--- config.mk ---
export PLATFORM = sky130hd
export DESIGN_NAME = esb_pq_buffer
export DESIGN_NICKNAME = d
export VERILOG_FILES = /design/src/rtl/esb_pkg.sv /design/src/rtl/esb_addr_decode.sv /design/src/rtl/esb_src_cell.sv /design/src/rtl/esb_ntf_fifo.sv /design/src/rtl/esb_pq_buffer.sv
export SDC_FILE = /design/constraint.sdc
export NUM_CORES = 1
export LEC_CHECK = 0
export CAP_MARGIN = 5
export CORE_MARGIN = 2
export CORE_UTILIZATION = 52
export CTS_CLUSTER_DIAMETER = 200
export DETAILED_ROUTE_END_ITERATION = 10
export PLACE_DENSITY = 0.79
export SLEW_MARGIN = 20
export SYNTH_ARGS = -nofsm -noshare
export SYNTH_HDL_FRONTEND = slang
export SYNTH_HIERARCHICAL = 1
export SYNTH_SLANG_ARGS = --single-unit
--- constraint.sdc ---
create_clock -name clk -period 8.9 [get_ports clk]
set_input_delay 1.78 -clock clk [delete_from_list [all_inputs] [get_ports clk]]
set_output_delay 1.78 -clock clk [all_outputs]
set_load 0.02 [all_outputs]
--- src/rtl/esb_pkg.sv ---
package esb_pkg;

    typedef enum logic [2:0] {
        OP_NONE,
        OP_TRIG,
        OP_EOI,
        OP_GET,
        OP_SET
    } esb_op_e;

    localparam logic [1:0] PQ_IDLE   = 2'b00;
    localparam logic [1:0] PQ_OFF    = 2'b01;
    localparam logic [1:0] PQ_PEND   = 2'b10;
    localparam logic [1:0] PQ_QUEUED = 2'b11;

    typedef struct packed {
        logic [1:0] pq;
        logic       lvl;
        logic       send;
    } cell_state_t;

    function automatic logic [1:0] pq_after_trigger(input logic [1:0] pq);
        case (pq)
            PQ_IDLE: return PQ_PEND;
            PQ_PEND: return PQ_QUEUED;
            default: return pq;
        endcase
    endfunction

    function automatic logic [1:0] pq_after_eoi(input logic [1:0] pq);
        case (pq)
            PQ_PEND:   return PQ_IDLE;
            PQ_QUEUED: return PQ_PEND;
            default:   return pq;
        endcase
    endfunction

endpackage

--- src/rtl/esb_addr_decode.sv ---
module esb_addr_decode
    import esb_pkg::*;
#(
    parameter int NUM_SRC   = 8,
    parameter int ESB_SHIFT = 13,
    parameter int SRC_W     = $clog2(NUM_SRC),
    parameter int ADDR_W    = ESB_SHIFT + SRC_W + 1
) (
    input  logic              valid_i,
    input  logic              we_i,
    input  logic [ADDR_W-1:0] addr_i,
    input  logic              store_eoi_en_i,
    output esb_op_e           op_o,
    output logic [SRC_W:0]    src_o,
    output logic              in_range_o,
    output logic [1:0]        set_pq_o,
    output logic              ones_o
);

    localparam bit TWO_PAGE = (ESB_SHIFT % 2) == 1;

    logic       page_hi;
    logic       mgmt_page;
    logic       trig_page;
    logic [3:0] nib;

    always_comb begin
        src_o      = addr_i[ADDR_W-1:ESB_SHIFT];
        in_range_o = (int'(src_o) < NUM_SRC);
        page_hi    = addr_i[ESB_SHIFT-1];
        mgmt_page  = TWO_PAGE ? page_hi : 1'b1;
        trig_page  = TWO_PAGE ? !page_hi : 1'b1;
        nib        = addr_i[11:8];
        set_pq_o   = nib[1:0];
        op_o       = OP_NONE;
        ones_o     = 1'b0;
        if (valid_i) begin
            if (we_i) begin
                if (in_range_o) begin
                    if (mgmt_page && nib == 4'h4) begin
                        op_o = store_eoi_en_i ? OP_EOI : OP_NONE;
                    end else if (trig_page) begin
                        op_o = OP_TRIG;
                    end
                end
            end else if (!in_range_o || !mgmt_page) begin
                ones_o = 1'b1;
            end else begin
                case (nib[3:2])
                    2'b00:   op_o = OP_EOI;
                    2'b11:   op_o = OP_SET;
                    default: op_o = OP_GET;
                endcase
            end
        end
    end

endmodule

--- src/rtl/esb_src_cell.sv ---
module esb_src_cell
    import esb_pkg::*;
#(
    parameter bit IS_LSI = 1'b0
) (
    input  logic       clk,
    input  logic       rst_n,
    input  logic       trig_i,
    input  logic       sel_i,
    input  esb_op_e    op_i,
    input  logic [1:0] set_pq_i,
    input  logic       grant_i,
    output logic [1:0] pq_mid_o,
    output logic       lvl_o,
    output logic       send_o
);

    cell_state_t st_q, st_d;
    logic        evt;
    logic        new_send;
    logic [1:0]  pq_mid;

    always_comb begin
        st_d     = st_q;
        new_send = 1'b0;
        evt      = (IS_LSI ? (trig_i && !st_q.lvl) : trig_i) || (sel_i && op_i == OP_TRIG);
        pq_mid   = st_q.pq;
        if (evt) begin
            pq_mid   = pq_after_trigger(st_q.pq);
            new_send = (st_q.pq == PQ_IDLE);
        end
        st_d.pq = pq_mid;
        if (sel_i) begin
            case (op_i)
                OP_EOI: begin
                    st_d.pq = pq_after_eoi(pq_mid);
                    if (pq_mid == PQ_QUEUED) new_send = 1'b1;
                    if (IS_LSI && trig_i && st_d.pq == PQ_IDLE) begin
                        st_d.pq  = PQ_PEND;
                        new_send = 1'b1;
                    end
                end
                OP_SET:  st_d.pq = set_pq_i;
                default: ;
            endcase
        end
        st_d.lvl  = IS_LSI ? trig_i : 1'b0;
        st_d.send = (st_q.send && !grant_i) || new_send;
    end

    always_ff @(posedge clk) begin
        if (!rst_n) st_q <= '0;
        else        st_q <= st_d;
    end

    assign pq_mid_o = pq_mid;
    assign lvl_o    = st_q.lvl;
    assign send_o   = st_q.send;

    AST_OFF_HOLDS: assert property (@(posedge clk) disable iff (!rst_n)
        (st_q.pq == PQ_OFF && !sel_i) |=> (st_q.pq == PQ_OFF));

    AST_SEND_NEEDS_P: assert property (@(posedge clk) disable iff (!rst_n)
        $rose(st_q.send) |-> st_q.pq[1]);

endmodule

--- src/rtl/esb_ntf_fifo.sv ---
module esb_ntf_fifo #(
    parameter int DEPTH = 4,
    parameter int W     = 3
) (
    input  logic         clk,
    input  logic         rst_n,
    input  logic         push_i,
    input  logic [W-1:0] data_i,
    input  logic         pop_i,
    output logic         full_o,
    output logic         empty_o,
    output logic [W-1:0] data_o
);

    localparam int PTR_W = (DEPTH > 1) ? $clog2(DEPTH) : 1;
    localparam int CNT_W = $clog2(DEPTH + 1);
    localparam logic [PTR_W-1:0] LAST = PTR_W'(DEPTH - 1);
    localparam logic [CNT_W-1:0] FULL_CNT = CNT_W'(DEPTH);

    typedef struct packed {
        logic [DEPTH-1:0][W-1:0] mem;
        logic [PTR_W-1:0]        rd;
        logic [PTR_W-1:0]        wr;
        logic [CNT_W-1:0]        cnt;
    } fifo_t;

    fifo_t f_q, f_d;

    always_comb begin
        f_d = f_q;
        if (push_i) begin
            f_d.mem[f_q.wr] = data_i;
            f_d.wr = (f_q.wr == LAST) ? '0 : f_q.wr + 1'b1;
        end
        if (pop_i) begin
            f_d.rd = (f_q.rd == LAST) ? '0 : f_q.rd + 1'b1;
        end
        case ({push_i, pop_i})
            2'b10:   f_d.cnt = f_q.cnt + 1'b1;
            2'b01:   f_d.cnt = f_q.cnt - 1'b1;
            default: ;
        endcase
    end

    always_ff @(posedge clk) begin
        if (!rst_n) f_q <= '0;
        else        f_q <= f_d;
    end

    assign full_o  = (f_q.cnt == FULL_CNT);
    assign empty_o = (f_q.cnt == '0);
    assign data_o  = f_q.mem[f_q.rd];

    AST_NO_OVERFLOW: assert property (@(posedge clk) disable iff (!rst_n)
        full_o |-> !push_i);

    AST_NO_UNDERFLOW: assert property (@(posedge clk) disable iff (!rst_n)
        pop_i |-> !empty_o);

endmodule

--- src/rtl/esb_pq_buffer.sv ---
module esb_pq_buffer
    import esb_pkg::*;
#(
    parameter int NUM_SRC    = 8,
    parameter int ESB_SHIFT  = 13,
    parameter int FIFO_DEPTH = 4,
    parameter int DATA_W     = 64,
    parameter logic [NUM_SRC-1:0] LSI_MASK = ~({NUM_SRC{1'b1}} >> (NUM_SRC / 2)),
    parameter int SRC_W      = $clog2(NUM_SRC),
    parameter int ADDR_W     = ESB_SHIFT + SRC_W + 1
) (
    input  logic               clk,
    input  logic               rst_n,
    input  logic [NUM_SRC-1:0] src_trig_i,
    input  logic               store_eoi_en_i,
    input  logic               req_valid_i,
    input  logic               req_we_i,
    input  logic [ADDR_W-1:0]  req_addr_i,
    output logic               rsp_valid_o,
    output logic [DATA_W-1:0]  rsp_data_o,
    output logic               ntf_valid_o,
    output logic [SRC_W-1:0]   ntf_src_o,
    input  logic               ntf_ready_i
);

    typedef struct packed {
        logic              valid;
        logic [DATA_W-1:0] data;
    } rsp_t;

    esb_op_e              dec_op;
    logic [SRC_W:0]       dec_src;
    logic                 dec_in_range;
    logic [1:0]           dec_set_pq;
    logic                 dec_ones;

    logic [NUM_SRC-1:0]      sel;
    logic [NUM_SRC-1:0][1:0] pq_mid;
    logic [NUM_SRC-1:0]      lvl;
    logic [NUM_SRC-1:0]      send;
    logic [NUM_SRC-1:0]      grant;
    logic [SRC_W-1:0]        gnt_idx;
    logic                    gnt_found;
    logic                    push;
    logic                    fifo_full;
    logic                    fifo_empty;

    rsp_t rsp_q, rsp_d;

    esb_addr_decode #(
        .NUM_SRC  (NUM_SRC),
        .ESB_SHIFT(ESB_SHIFT),
        .SRC_W    (SRC_W),
        .ADDR_W   (ADDR_W)
    ) u_dec (
        .valid_i       (req_valid_i),
        .we_i          (req_we_i),
        .addr_i        (req_addr_i),
        .store_eoi_en_i(store_eoi_en_i),
        .op_o          (dec_op),
        .src_o         (dec_src),
        .in_range_o    (dec_in_range),
        .set_pq_o      (dec_set_pq),
        .ones_o        (dec_ones)
    );

    for (genvar g = 0; g < NUM_SRC; g++) begin : g_cell
        assign sel[g] = dec_in_range && (dec_src == (SRC_W + 1)'(g));
        esb_src_cell #(.IS_LSI(LSI_MASK[g])) u_cell (
            .clk     (clk),
            .rst_n   (rst_n),
            .trig_i  (src_trig_i[g]),
            .sel_i   (sel[g]),
            .op_i    (dec_op),
            .set_pq_i(dec_set_pq),
            .grant_i (grant[g]),
            .pq_mid_o(pq_mid[g]),
            .lvl_o   (lvl[g]),
            .send_o  (send[g])
        );
    end

    always_comb begin
        gnt_found = 1'b0;
        gnt_idx   = '0;
        for (int i = 0; i < NUM_SRC; i++) begin
            if (send[i] && !gnt_found) begin
                gnt_found = 1'b1;
                gnt_idx   = SRC_W'(i);
            end
        end
        push  = gnt_found && !fifo_full;
        grant = '0;
        if (push) grant[gnt_idx] = 1'b1;
    end

    esb_ntf_fifo #(
        .DEPTH(FIFO_DEPTH),
        .W    (SRC_W)
    ) u_fifo (
        .clk    (clk),
        .rst_n  (rst_n),
        .push_i (push),
        .data_i (gnt_idx),
        .pop_i  (ntf_valid_o && ntf_ready_i),
        .full_o (fifo_full),
        .empty_o(fifo_empty),
        .data_o (ntf_src_o)
    );

    assign ntf_valid_o = !fifo_empty;

    always_comb begin
        rsp_d.valid = req_valid_i && !req_we_i;
        rsp_d.data  = '0;
        if (rsp_d.valid) begin
            if (dec_ones) begin
                rsp_d.data = '1;
            end else begin
                for (int i = 0; i < NUM_SRC; i++) begin
                    if (sel[i]) begin
                        rsp_d.data[1:0] = pq_mid[i];
                        rsp_d.data[2]   = lvl[i];
                    end
                end
            end
        end
    end

    always_ff @(posedge clk) begin
        if (!rst_n) rsp_q <= '0;
        else        rsp_q <= rsp_d;
    end

    assign rsp_valid_o = rsp_q.valid;
    assign rsp_data_o  = rsp_q.data;

    AST_RSP_AFTER_LOAD: assert property (@(posedge clk) disable iff (!rst_n)
        rsp_valid_o |-> $past(req_valid_i && !req_we_i));

    AST_NTF_STABLE: assert property (@(posedge clk) disable iff (!rst_n)
        (ntf_valid_o && !ntf_ready_i) |=> (ntf_valid_o && $stable(ntf_src_o)));

    AST_ONE_GRANT: assert property (@(posedge clk) disable iff (!rst_n)
        $onehot0(grant));

endmodule

* Word-level counts from Yosys, hierarchy flattened
Cells that the tools add are included.
Cells by class: reduce and logical (&&, ||, !) cells 103, add/subtract/negate cells 4, multiplexer cells 135, order comparisons 6, eq/ne operators 41
Operators with widths (number):
- case mux 2 bit (2 select lines) | 24
- two-way mux 2 bit | 32
- two-way mux 3 bit | 21
- two-way mux 61 bit | 1
- == test 2 bit, second input constant | 28
- two-way mux 1 bit | 50
- logical AND 1 bit | 45
- logical NOT 2 bit | 13
- logical NOT 1 bit | 24
- == test 4 x 3 -> 1 bit, second input constant | 5
- logical OR 1 bit | 17
- bitwise mux 12 bit | 1
- case mux 3 bit (2 select lines) | 2
- == test 4 x 2 -> 1 bit, second input constant | 2
- two-way mux 8 bit | 1
- binary-select mux 3 bit (select 2 bit) | 1
- demux 3 bit (select 2 bit) | 1
- == test 3 bit, second input constant | 2
- less-than comparator 2 x 3 -> 1 bit, second input constant | 2
- adder 2 x 1 -> 2 bit, second input constant | 2
- == test 4 x 1 -> 1 bit, second input constant | 1
- logical NOT 4 bit | 1
- less-than comparator 3 x 4 -> 1 bit, second input constant | 1
- less-than comparator 4 bit, second input constant | 1
- 11 further kinds | 11
Storage, ports and cells: register bits 112

* Logic depth before layout (Yosys ltp)
word-level depth 30, mapped depth 12, mapped depth without buffers 10

* Hierarchy
Netlist, hierarchy kept.
By module, submodules not included:
- esb_src_cell at g_cell[0].u_cell ... | seq. area each 60.1 µm², area each 280.3 µm², times used 4, cells each 30
- esb_pq_buffer | seq. area each 100.1 µm², area each 1093.5 µm², times used 1, cells each 142
- esb_src_cell at g_cell[4].u_cell ... | seq. area each 80.1 µm², area each 261.5 µm², times used 4, cells each 30
- esb_ntf_fifo | seq. area each 380.4 µm², area each 942.2 µm², times used 1, cells each 99
- esb_addr_decode | seq. area each 0.0 µm², area each 172.7 µm², times used 1, cells each 21

* Least setup slack after synthesis
OpenSTA, ideal clock, no wires.
path kind input -> register, start point input port req_addr_i[10], end point register rsp_q, in the netlist rsp_data_o[0], path buffers 0, stages on the path 9, arrival 6.679 ns, library setup time 0.117 ns, required time 8.783 ns, path slack 2.104 ns, path through ha_1 -> and2b_2 -> a211oi_1 -> and4bb_1 -> o21ai_0 -> nand2b_1 -> mux2_2 -> a221o_1 -> a32o_1
RTL lines:
- start: declaration | RTL line esb_pq_buffer.sv:18 | input logic [ADDR_W-1:0] req_addr_i,
- end signal: assignment | RTL line esb_pq_buffer.sv:132 | else rsp_q <= rsp_d;
- end: declaration | RTL line esb_pq_buffer.sv:48 | rsp_t rsp_q, rsp_d;

==> summary.md <==
| Metric | Value |
|---|---|
| Pins Over Slew Limit | 0 |
| ANT nets after route | 0 |
| CP Max Fanout | 52 |
| Area of the multi-input gates | 0.00268 mm² |
| Fraction of registers with async set/reset | 0 |
| Setup WS pre-CTS | 3780 ps |
| Crit path buffers/inverters | 2 |
| Finished Layout Cells | 635 |
| Fin. Hold Viols | 0 |
| Post-CTS Resized | 0 |
| Syn_nets | 543 |
| Setup TNS | 0 ps |
| Register bit count reported by yosys | 52 |
| Worst-Margin Slew | 634 ps |
| # DRC | 0 |
| Cell Rows | 33 |
| Final Net Count | 570 |
| Routed wire length | 9760 µm |
| Post-synthesis sequential area ratio | 0.238 |
| Io pins | 100 |
| Die Y | 95.7 µm |
| Initial core utilization | 0.535 |
| Core ar. | 0.00818 mm² |
| Library cells used by synthesis | 69 |
| Cts hold-fix bufs | 0 |
| IO Port Bufs | 91 |
| Status | complete, no violations |
| Crit-path max cell delay | 690 ps |
| Setup Fix Bufs, Post-CTS | 0 |
| First-pass GRT wire length | 15200 µm |
| Routed vias | 3639 |
| Leakage Power | 1.76 nW |
| CTS tree | built |
| GRT Overall Usage | 0.206 |
| Vias in the first global route | 3234 |
| Sinks on Clock Net | 52 |
| Fillers | 744 |
| DR WL/cell | 15.4 µm |
| Layout cell share with drive strength beyond 1 | 0.140 |
| Register Area | 0.00104 mm² |
| H-tree depth | 2 |
| Total CTS buffers | 5 |
| Hold crit path type | register to register |
| HPWL Detailed | 6920 µm |
| CP Capture Type | register |
| RSZ-0062 raised after global routing | false |
| Final WS setup | 4010 ps |
| Slowest cell on the critical path | clkdlybuf4s50_1 |
| Pwr dens | 141 mW/mm² |
| Pre-antenna DRT Iters | 5 |
| Avg Vias per Cell | 5.73 |
| CP Launch Type | input pin |
| WP data required | 9120 ps |
| Initial antenna violation count | 0 |
| Tmin final | 4890 ps |
| Clock transition at path regs | 120 ps |
| Netlist Area Pre-Place | 0.00438 mm² |
| Fmax | 204 MHz |
| Synth top area share | 0.238 |
| Commonest non-fill, non-tap cell in the layout | clkdlybuf4s50_1 |
| Synthesis warning total | 6 |
| CP top delay family | buffers and inverters |
| Worst IR drop on VDD | 86.0 µV |
| Crit Path Category | input pin to register |
| CP arrival | 5110 ps |
| Commonest cells after routing, fill and taps aside | 91 x clkdlybuf4s50_1, 52 x dfxtp_1, 28 x nand2b_1 |
| Cell-by-cell trace of the critical path | clkdlybuf4s50_1 -> nand4bb_1 -> a211oi_4 -> buf_4 -> and4bb_1 -> o21ai_0 -> nand2b_1 -> mux2_2 -> a221o_1 -> a32o_1 |
| Max Cap Viol | 0 |
| Clock buffer depth | 2 |
| Post-synth EDFFs | 0 |
| Yosys top cell by area | dfxtp_1 |
| Die area | 0.00916 mm² |
| Die X | 95.7 µm |
| Root Driver | clkbuf_8 |
| Setup Viol. Count Final | 0 |
| Clock Skews | 11.5 ps |
| Mapped Cells | 502 |
| GP Congestion | 0.876 |
| Relative slew slack | 0.573 |
| Top cells by area, synth | dfxtp_1 24%, buf_4 12%, nand2b_1 4.0% |
| Area Overhead vs Synth | 14.5% |
| Later-pin clock latency in the skew report | 320 ps |
| Total grt overflow | 0 |
| Initial DRC Count | 196 |
| Ys flop type | dfxtp_1 |
| Placed Cells | 627 |
| Largest net degree at the start of global routing | 62 |
| ANT cells | 0 |
| Syn avg cell area | 8.72 µm² |
| Period utilisation layout | 0.550 |
| Util after Layout | 0.613 |
| Total Power | 0.000708 W |
## cells by family (layout without fill, tap and decap cells)
logic type,count (synthesis),count (layout),share of synthesized area
other,4,4,0.00343
AOI/OAI and AO/OA,125,125,0.217
muxes,16,16,0.0563
DFF,52,52,0.238
adders and majority gates,10,10,0.0303
buffers and inverters,104,132,0.153
and+or+nand+nor,185,185,0.290
xor gates and xnor gates,6,6,0.0120
## metal layers
metal | vias to the layer above | share of wire | routed length [µm] | track usage
met5 | - | 0 | 0 | 0
met4 | 0 | 0.014 | 132 | 0.0488
met3 | 14 | 0.053 | 522 | 0.0274
met2 | 110 | 0.48 | 4720 | 0.357
met1 | 1698 | 0.45 | 4380 | 0.273
li1 | 1817 | - | - | -
## flip-flops by register name, summed over array words and instances, names as in the netlist
register,count
u_fifo/f_q,19
rsp_data_o,4
g_cell.u_cell/lvl_o,4
rsp_valid_o,1
g_cell.u_cell/send_o,8
g_cell.u_cell/st_q,16
## through the flow
stage / area [µm²] / hold slack (ps)
finish: 5010 / 467
global route: 5010 / 502
CTS: 5010 / 471
floorplan: 4380 / 439
detailed placement: 4910 / 453
global placement: 4910 / 451
## final timing paths
path	from	to	slack, ps	cells after the start
worst min register to register	u_fifo/f_q[13]$_SDFFE_PN0P_	u_fifo/f_q[13]$_SDFFE_PN0P_	470	2
worst min-delay path	u_fifo/f_q[13]$_SDFFE_PN0P_	u_fifo/f_q[13]$_SDFFE_PN0P_	470	2
worst max-delay path	req_addr_i[9]	rsp_data_o[0]$_SDFF_PN0_	4010	10
worst max register to register	g_cell[1].u_cell/send_o$_SDFF_PN0_	u_fifo/f_q[2]$_SDFFE_PN0P_	6170	10
## synthesized netlist by cell type, drive strengths merged, types with 11 or more instances
library cell / instances
a21boi: 15
a21oi: 17
and2: 11
buf: 75
dfxtp: 52
inv: 27
nand2: 19
nand2b: 28
nand3: 12
nor2: 26
nor2b: 11
nor3b: 12
o21ai: 27
## where the power goes
group / switching [W] / internal, W
Clock: 0.0000935 / 0.0000597
Sequential: 0.0000311 / 0.000264
Combinational: 0.000137 / 0.000122
## layout make-up
class / instances / share of cell area
tap: 105 / 0.0262
clock buffer: 5 / 0.0137
timing repair buffer: 97 / 0.191
inverter: 27 / 0.0202
clock inverter: 3 / 0.00575
sequential: 52 / 0.208
multi-input combinational: 346 / 0.535
## worst register-to-register path, stage by stage, from the launching register on
cell	delay (ps)
dfxtp_1	370
nor4_1	600
a31oi_1	160
buf_4	240
inv_1	90
ha_1	180
inv_1	60
fa_1	370
xor2_1	160
or3_1	310
a21boi_1	130
(Power assumes the default switching activity.)
